File: config.mk
export PLATFORM = sky130hd
export DESIGN_NAME = phy_init_seq
export DESIGN_NICKNAME = d
export VERILOG_FILES = /design/src/rtl/phy_init_pkg.sv /design/src/rtl/phy_init_dp.sv /design/src/rtl/phy_init_ctrl.sv /design/src/rtl/phy_init_seq.sv
export SDC_FILE = /design/constraint.sdc
export NUM_CORES = 1
export LEC_CHECK = 0
export ABC_AREA = 1
export BUFFER_PORTS_ARGS = -buffer_cell sky130_fd_sc_hd__buf_2
export CAP_MARGIN = 5
export CORE_MARGIN = 2
export CORE_UTILIZATION = 53
export DETAILED_ROUTE_END_ITERATION = 8
export HOLD_SLACK_MARGIN = 0.06
export PLACE_DENSITY_LB_ADDON = 0.15
export SLEW_MARGIN = 20
export SYNTH_ARGS = -nofsm -noshare
export SYNTH_HDL_FRONTEND = slang
export SYNTH_HIERARCHICAL = 1
export SYNTH_SLANG_ARGS = --single-unit
File: constraint.sdc
create_clock -name clk -period 5.4 [get_ports clk]
set_clock_uncertainty 0.15 [all_clocks]
set_input_delay 0.27 -clock clk [delete_from_list [all_inputs] [get_ports clk]]
set_output_delay 0.27 -clock clk [all_outputs]
set_load 0.1 [all_outputs]
File: src/rtl/phy_init_pkg.sv
package phy_init_pkg;

  localparam int REG_W = 16;
  localparam int STEP_W = 4;
  localparam int NUM_STEPS = 14;
  localparam logic [STEP_W-1:0] POLL_STEP = 4'd9;
  localparam logic [STEP_W-1:0] LAST_STEP = STEP_W'(NUM_STEPS - 1);
  localparam logic [4:0] PAGE_REG = 5'd22;
  localparam logic [4:0] MACCTL_REG = 5'd21;
  localparam int RST_BIT = 15;

  typedef enum logic [1:0] {S_IDLE, S_REQ, S_GAP} seqState_t;

  // strobes from control to datapath
  typedef struct packed {
    logic armMode;
    logic capture;
    logic pollClr;
    logic pollInc;
  } dpStrobe_t;

  // one script step; for non-RMW writes setMask is the literal data
  typedef struct packed {
    logic isWrite;
    logic isRmw;
    logic [4:0] regAddr;
    logic [REG_W-1:0] setMask;
    logic [REG_W-1:0] clrMask;
  } stepInfo_t;

  function automatic stepInfo_t stepLookup(input logic [STEP_W-1:0] idx, input logic txOff);
    stepInfo_t s;
    s = '{isWrite: 1'b0, isRmw: 1'b0, regAddr: 5'd0, setMask: '0, clrMask: '0};
    case (idx)
      4'd0:  begin s.isWrite = 1'b1; s.regAddr = PAGE_REG; s.setMask = 16'h0000; end
      4'd1:  s.regAddr = 5'd4;
      4'd2:  begin s.isWrite = 1'b1; s.isRmw = 1'b1; s.regAddr = 5'd4; s.setMask = 16'h0DE0; end
      4'd3:  s.regAddr = 5'd9;
      4'd4:  begin s.isWrite = 1'b1; s.isRmw = 1'b1; s.regAddr = 5'd9; s.setMask = 16'h0300; end
      4'd5:  s.regAddr = 5'd0;
      4'd6:  begin s.isWrite = 1'b1; s.isRmw = 1'b1; s.regAddr = 5'd0; s.setMask = 16'h1200; end
      4'd7:  s.regAddr = 5'd0;
      4'd8:  begin s.isWrite = 1'b1; s.isRmw = 1'b1; s.regAddr = 5'd0; s.setMask = 16'h8000; end
      4'd9:  s.regAddr = 5'd0;
      4'd10: begin s.isWrite = 1'b1; s.regAddr = PAGE_REG; s.setMask = 16'h0002; end
      4'd11: s.regAddr = MACCTL_REG;
      4'd12: begin
        s.isWrite = 1'b1; s.isRmw = 1'b1; s.regAddr = MACCTL_REG;
        s.setMask = txOff ? 16'h0020 : 16'h0030;
        s.clrMask = txOff ? 16'h0010 : 16'h0000;
      end
      4'd13: begin s.isWrite = 1'b1; s.regAddr = PAGE_REG; s.setMask = 16'h0000; end
      default: s.regAddr = 5'd0;
    endcase
    return s;
  endfunction

endpackage

File: src/rtl/phy_init_dp.sv
module phy_init_dp
  import phy_init_pkg::*;
#(
  parameter int PHY_AW = 5,
  parameter int POLL_W = 16
) (
  input  logic              clk,
  input  logic              rstN,
  input  dpStrobe_t         strobe,
  input  logic [STEP_W-1:0] stepIdx,
  input  logic              txDelayOff,
  input  logic [PHY_AW-1:0] phyAddr,
  input  logic [POLL_W-1:0] pollLimit,
  input  logic [REG_W-1:0]  rspRdata,
  input  logic              rspDone,
  input  logic              reqValid,
  output logic              reqWrite,
  output logic [PHY_AW-1:0] reqPhy,
  output logic [4:0]        reqReg,
  output logic [REG_W-1:0]  reqWdata,
  output logic              pollLast
);

  localparam int CNT_W = POLL_W + 1;

  logic              modeQ;
  logic [PHY_AW-1:0] phyQ;
  logic [REG_W-1:0]  rdBuf;
  logic [POLL_W-1:0] pollCnt;
  logic [7:0]        pageSeen;
  logic [CNT_W-1:0]  nextCnt;
  stepInfo_t         info;

  assign info     = stepLookup(stepIdx, modeQ);
  assign reqWrite = info.isWrite;
  assign reqReg   = info.regAddr;
  assign reqPhy   = phyQ;
  assign reqWdata = info.isRmw ? ((rdBuf | info.setMask) & ~info.clrMask) : info.setMask;
  assign nextCnt  = {1'b0, pollCnt} + CNT_W'(1);
  assign pollLast = nextCnt >= {1'b0, pollLimit};

  always_ff @(posedge clk or negedge rstN) begin
    if (!rstN) begin
      modeQ   <= 1'b0;
      phyQ    <= '0;
      rdBuf   <= '0;
      pollCnt <= '0;
    end else begin
      if (strobe.armMode) begin
        modeQ <= txDelayOff;
        phyQ  <= phyAddr;
      end
      if (strobe.capture && !info.isWrite) rdBuf <= rspRdata;
      if (strobe.pollClr) pollCnt <= '0;
      else if (strobe.pollInc) pollCnt <= nextCnt[POLL_W-1:0];
    end
  end

  // page actually selected in the PHY, as seen by completed writes
  always_ff @(posedge clk or negedge rstN) begin
    if (!rstN) pageSeen <= 8'd0;
    else if (reqValid && rspDone && reqWrite && reqReg == PAGE_REG) pageSeen <= reqWdata[7:0];
  end

  assert_hold_fields_R3: assert property (@(posedge clk) disable iff (!rstN)
    (reqValid && !rspDone) |=> ($stable(reqReg) && $stable(reqWdata) && $stable(reqWrite) && $stable(reqPhy)));

  assert_copper_page_R4: assert property (@(posedge clk) disable iff (!rstN)
    (reqValid && reqReg != PAGE_REG && reqReg != MACCTL_REG) |-> (pageSeen == 8'd0));

  assert_mac_page_R4: assert property (@(posedge clk) disable iff (!rstN)
    (reqValid && reqReg == MACCTL_REG) |-> (pageSeen == 8'd2));

endmodule

File: src/rtl/phy_init_ctrl.sv
module phy_init_ctrl
  import phy_init_pkg::*;
(
  input  logic              clk,
  input  logic              rstN,
  input  logic              start,
  input  logic              rspDone,
  input  logic              rstBitSeen,
  input  logic              pollLast,
  output dpStrobe_t         strobe,
  output logic [STEP_W-1:0] stepIdx,
  output logic              reqValid,
  output logic              busy,
  output logic              doneP,
  output logic              errFlag
);

  seqState_t state;
  logic      launch;
  logic      pollStep;

  assign launch   = (state == S_IDLE) && start;
  assign pollStep = (stepIdx == POLL_STEP);
  assign reqValid = (state == S_REQ);
  assign busy     = (state != S_IDLE);

  always_comb begin
    strobe         = '0;
    strobe.armMode = launch;
    strobe.pollClr = launch;
    strobe.capture = reqValid && rspDone;
    strobe.pollInc = reqValid && rspDone && pollStep && rstBitSeen && !pollLast;
  end

  always_ff @(posedge clk or negedge rstN) begin
    if (!rstN) begin
      state   <= S_IDLE;
      stepIdx <= '0;
      doneP   <= 1'b0;
      errFlag <= 1'b0;
    end else begin
      doneP <= 1'b0;
      case (state)
        S_IDLE: if (start) begin
          state   <= S_REQ;
          stepIdx <= '0;
          errFlag <= 1'b0;
        end
        S_REQ: if (rspDone) begin
          if (pollStep && rstBitSeen) begin
            if (pollLast) begin
              errFlag <= 1'b1;
              state   <= S_IDLE;
            end else begin
              state <= S_GAP;
            end
          end else if (stepIdx == LAST_STEP) begin
            doneP <= 1'b1;
            state <= S_IDLE;
          end else begin
            stepIdx <= stepIdx + 1'b1;
            state   <= S_GAP;
          end
        end
        S_GAP: state <= S_REQ;
        default: state <= S_IDLE;
      endcase
    end
  end

  assert_gap_after_done_R3: assert property (@(posedge clk) disable iff (!rstN)
    (reqValid && rspDone) |=> !reqValid);

  assert_done_not_busy_R11: assert property (@(posedge clk) disable iff (!rstN)
    doneP |-> !busy);

  assert_done_single_R11: assert property (@(posedge clk) disable iff (!rstN)
    doneP |=> !doneP);

  assert_err_halts_R9: assert property (@(posedge clk) disable iff (!rstN)
    $rose(errFlag) |-> (!busy && !doneP));

  assert_err_sticky_R9: assert property (@(posedge clk) disable iff (!rstN)
    (errFlag && !start) |=> errFlag);

  assert_step_hold_R12: assert property (@(posedge clk) disable iff (!rstN)
    (busy && !rspDone) |=> (busy && $stable(stepIdx)));

endmodule

File: src/rtl/phy_init_seq.sv
module phy_init_seq
  import phy_init_pkg::*;
#(
  parameter int PHY_AW = 5,
  parameter int POLL_W = 16
) (
  input  logic              clk,
  input  logic              rstN,
  input  logic              start,
  input  logic              txDelayOff,
  input  logic [PHY_AW-1:0] phyAddr,
  input  logic [POLL_W-1:0] pollLimit,
  output logic              reqValid,
  output logic              reqWrite,
  output logic [PHY_AW-1:0] reqPhy,
  output logic [4:0]        reqReg,
  output logic [15:0]       reqWdata,
  input  logic [15:0]       rspRdata,
  input  logic              rspDone,
  output logic              busy,
  output logic              doneP,
  output logic              errFlag
);

  dpStrobe_t         strobe;
  logic [STEP_W-1:0] stepIdx;
  logic              pollLast;

  phy_init_ctrl u_ctrl (
    .clk        (clk),
    .rstN       (rstN),
    .start      (start),
    .rspDone    (rspDone),
    .rstBitSeen (rspRdata[RST_BIT]),
    .pollLast   (pollLast),
    .strobe     (strobe),
    .stepIdx    (stepIdx),
    .reqValid   (reqValid),
    .busy       (busy),
    .doneP      (doneP),
    .errFlag    (errFlag)
  );

  phy_init_dp #(
    .PHY_AW (PHY_AW),
    .POLL_W (POLL_W)
  ) u_dp (
    .clk        (clk),
    .rstN       (rstN),
    .strobe     (strobe),
    .stepIdx    (stepIdx),
    .txDelayOff (txDelayOff),
    .phyAddr    (phyAddr),
    .pollLimit  (pollLimit),
    .rspRdata   (rspRdata),
    .rspDone    (rspDone),
    .reqValid   (reqValid),
    .reqWrite   (reqWrite),
    .reqPhy     (reqPhy),
    .reqReg     (reqReg),
    .reqWdata   (reqWdata),
    .pollLast   (pollLast)
  );

endmodule

## Yosys cells after proc, flatten, opt, wreduce, memory -nomap -nowiden

Index checks and enable logic that the tools add are counted.

| word-level totals | value |
|---|---|
| bits in registers | 46 |
| input port bits | 42 |
| word-level logic and storage cells | 86 |

| cells by class | value |
|---|---|
| add/subtract/negate cells | 2 |
| order comparisons | 1 |
| equality and inequality tests | 19 |
| multiplexer cells | 30 |
| bitwise logic cells | 3 |
| reduce and logical (&&, ||, !) cells | 23 |

Operators by type and width:

| cell | number |
|---|---|
| $pmux W16 S6 | 1 |
| $mux W16 | 4 |
| $eq A4 B4 Y1 const B | 6 |
| $pmux W5 S4 | 1 |
| $add A16 B1 Y17 const B | 1 |
| $ge A17 B16 Y1 | 1 |
| $and A16 B16 Y16 | 1 |
| $mux W4 | 4 |
| $not A16 Y16 | 1 |
| $or A16 B16 Y16 | 1 |
| $ne A2 B2 Y1 const B | 6 |
| $mux W1 | 10 |
| $mux W2 | 5 |
| $mux W5 | 2 |
| $reduce_and A5 Y1 | 2 |
| $eq A4 B2 Y1 const B | 2 |
| $eq A4 B3 Y1 const B | 2 |
| $pmux W4 S2 | 1 |
| $reduce_or A8 Y1 | 1 |
| $logic_and A1 B1 Y1 | 7 |
| $pmux W2 S3 | 1 |
| $reduce_bool A2 Y1 | 3 |
| $reduce_or A2 Y1 | 3 |
| $reduce_or A5 Y1 | 1 |
| other kinds (10) | 11 |

## Longest topological paths before layout

| logic depth | value |
|---|---|
| depth in word-level cells | 7 |
| depth in mapped cells | 24 |
| mapped depth without buffers | 23 |

## Hierarchy

Netlist, hierarchy kept.

Modules (own cells, without submodules):

| module | times used | cells an instance | area each (um2) | sequential area each (um2) |
|---|---|---|---|---|
| phy_init_dp | 1 | 354 | 2,567.5 | 950.9 |
| phy_init_ctrl | 1 | 67 | 520.5 | 200.2 |

## Worst setup path after synthesis

No wires, ideal clock.

| timing | value |
|---|---|
| path kind | register -> output |
| start point | register u_ctrl.stepIdx[2] |
| end point | output port reqReg[3] |
| arrival time | 2,964 ps |
| required time | 4,980 ps |
| slack | 2,016 ps |
| cell stages (with the launch flop) | 4 |
| buffers on the path | 0 |
| cells stage by stage | dfrtp_1 > nor2_2 > inv_1 > o21ai_0 |

| between the ends | value |
|---|---|
| word-level cells in the longest chain between the ends | 3 |
| elaborated cells between the ends (all ways) | 14 |
| those cells by class | eq/ne (8); mux (1); reduce/logical (5) |

RTL lines:

| element | RTL line | RTL |
|---|---|---|
| from (decl) | phy_init_ctrl.sv:11 | `output logic [STEP_W-1:0] stepIdx,` |
| from (signal assigned) | phy_init_ctrl.sv:61 | `stepIdx <= stepIdx + 1'b1;` |
| $eq A4 B4 Y1, or another cell as far along | phy_init_pkg.sv:34 | `case (idx)` |
| $reduce_or A3 Y1 (no line) or $reduce_or A2 Y1 (tied branches) | -- |  |
| $pmux W5 S4 * | phy_init_pkg.sv:34 |  |
| to (decl) | phy_init_seq.sv:16 | `output logic [4:0] reqReg,` |

Mark *: on every way between the ends. The rest lies on a longest branch, timed or not.

==> impl_metrics.ini <==
[setup_path]
worst-path-max-fanout = 11
criticalPathCategory = reg2reg
ff2ff_path_depth = 19
cp_data_required_time_ns = 5.45
worst_setup_ep_type = flop
critPathLaunchType = flop
arrival_ns = 3.97

[detailed_routing]
initialDrtViolationCount = 206
first_pass_iters = 4
detailroute.via_count = 2900
drt-total-wl_microns = 6860
antenna_violating_nets_post_route = 0
wire_per_inst_microns = 11.9
via_per_inst = 5.02
drc_errors = 0

[die]
die_area_sq_um = 6450
dieHeight_microns = 80.3
rows = 27
die_w_microns = 80.3
core_region_area_sq_um = 5570
top_level_ports = 73
floorplan.initialDensity = 0.554

[place]
finalWeightedCongestion = 0.909
place_ws_ns = 1.61
hpwl_microns = 5120
io_buffers = 72

[sta]
post-route-worst-setup-slack_ns = 1.48
setup_viol = 0
grt_setup_unrepaired = false
worst_slew_pin_slew_ns = 0.732
relSlewSlack = 0.510
portion_of_the_clock_cycle_consumed_by_the_worst_path_in_the_final_layout = 0.725
total_negative_setup_slack_ns = 0
fmax_mhz = 255
final_hold_viol_count = 0
final.min_clock_period_ns = 3.92
final-max-slew-violation-count = 0

[grt]
antenna_found_initial = 0
maximum_number_of_pins_on_one_net_before_global_route_repair = 47
grt_first_pass_wirelength_microns = 11600
grt_pass1_vias = 2731
globalRouteTotalUtil = 0.229
grt-ovfl-total = 0

[cts]
number_of_instances_resized_during_post_cts_repair = 0
cts.clk_slew.worst_paths_ns = 0.09
worstSkewPairLatency_ns = 0.29
max_root_sink_buffers = 2
htreeDepth = 2
hold_buffers = 14
cts_sinks = 46
cts-root-buf = clkbuf_8
cts_post_setup_buffers_inserted = 0
cts_made_buffers = 5
cts_tree = yes

[synthesis]
synthesis.yosys.warnings = 6
syn-cell-area_sq_um = 3090
syn_nets = 482
cells_after_synthesis = 421
synth.lib_cells_used.distinct = 36
ys_seq_area_frac = 0.373
synthesis.area_per_instance_sq_um = 7.33
postSynthRegisterBits = 46

[flow_run]
reported_max_cap_violation_count = 0

[final_layout]
finish.net_count = 566
seqCellArea_sq_um = 1150
nFillCells = 505
antenna-diode-count = 0
areaGrowthSynthToFinish_pct = 20.7
most-common-layout-cells = nand2_1 (92), inv_1 (72), buf_2 (71), dfrtp_1 (46), nor2_1 (44)
post_route_cells_drive_above_1_share = 0.215
multi_input_comb_area_sq_um = 1590
layout_commonest_cell = nand2_1

[hold_path]
min_delay_path_depth = 3
hold_path.class = in2reg

[pwr]
cellLeakagePower_uw = 0.00212
powerDensity_nw_per_um2 = 498
vdd_drop_max_mv = 0.534

[run_status]
run_status = finished, final reports clean
final timing paths:
check                                start  slack, ns         endpoint
min in group asynchronous             rstN       0.37    u_dp/rdBuf[0]
max in group asynchronous             rstN       4.35  u_ctrl/state[1]
setup reg to reg           u_dp/pollCnt[0]       1.48  u_dp/pollCnt[0]
hold / removal                 rspRdata[4]       0.07    u_dp/rdBuf[4]
setup / recovery           u_dp/pollCnt[0]       1.48  u_dp/pollCnt[0]
hold reg to reg              u_dp/rdBuf[6]       0.33    u_dp/rdBuf[6]
registers in the layout, summed over array words and instances, names as in the netlist:
signal          cells
u_dp/pollCnt       16
u_dp/rdBuf         16
u_dp/reqPhy         5
u_ctrl/stepIdx      4
u_ctrl/state        2
u_ctrl/doneP        1
u_ctrl/errFlag      1
u_dp/modeQ          1
area by class of cell:
type	count	area share
tap	72	0.0242
sequential	46	0.309
clock buffer	6	0.0222
timing repair buffer	87	0.138
multi-input combinational	288	0.426
inverter	77	0.0775
clock inverter	2	0.00336
synth_stat cells (all sizes together):
cell | count | area (sq um)
xor2 | 5 | 43.8
mux2 | 6 | 67.6
nor2 | 52 | 230
o21bai | 1 | 7.51
buf | 6 | 43.8
o31ai | 1 | 7.51
clkbuf | 4 | 15.0
xnor2 | 1 | 8.76
nor3 | 4 | 25.0
a31oi | 2 | 12.5
dfrtp | 46 | 1150
and2 | 6 | 37.5
a21oi | 22 | 121
o211ai | 1 | 7.51
o21ai | 16 | 83.8
a22o | 2 | 17.5
ha | 19 | 238
nand3 | 39 | 200
o22ai | 6 | 37.5
inv | 77 | 289
and3 | 1 | 6.26
a21o | 1 | 7.51
nand2 | 98 | 398
nand4 | 5 | 31.3
per-layer routing:
layer | part of all wire | track usage | vias to the layer above
met3 | 0.053 | 0.0483 | 12
met1 | 0.48 | 0.304 | 1308
li1 | - | - | 1497
met5 | 0 | 0 | -
met2 | 0.45 | 0.378 | 83
met4 | 0.015 | 0.0627 | 0
metrics by stage:
step	total power, uW	hold slack [ns]	instances	instance area (sq um)	utilization
6_report	1860	0.0697	578	3730	0.669
3_3_place_gp	1620	0.303	555	3480	0.624
2_1_floorplan	1470	-0.176	421	3090	-
5_1_grt	1960	0.0629	578	3730	0.669
4_1_cts	1860	0.0604	577	3710	0.666
3_5_place_dp	1630	0.306	555	3480	0.624
worst max-delay path, cell delays in order (launching register included):
cell,delay [ns]
dfrtp_1,0.42
ha_1,0.19
nand2_1,0.05
inv_1,0.12
nand2_1,0.11
nor2_2,0.21
nand4_1,0.13
and2_1,0.19
ha_1,0.29
a21o_1,0.19
a21oi_1,0.12
nand2_1,0.07
nor2_1,0.14
nand2_1,0.10
inv_1,0.07
and3_1,0.17
inv_1,0.04
nor2_1,0.55
inv_1,0.27
o21ai_0,0.24
logic make-up (layout without fill, tap and decap cells):
group / count (synthesis) / after routing / share of synthesized area
mux: 6 / 6 / 0.0219
simple gates: 205 / 205 / 0.301
xor+xnor: 6 / 6 / 0.0170
flops: 46 / 46 / 0.373
compound gates: 52 / 52 / 0.0981
buf+inv: 87 / 172 / 0.113
fa+ha+maj: 19 / 19 / 0.0770
power by group:
part / internal (uW) / switching [uW] / leakage [uW]
combinational: 203 / 933 / 0.00148
clock: 103 / 114 / 0.0000472
sequential: 434 / 68.7 / 0.000591
Power figures use the tool's default switching activity.
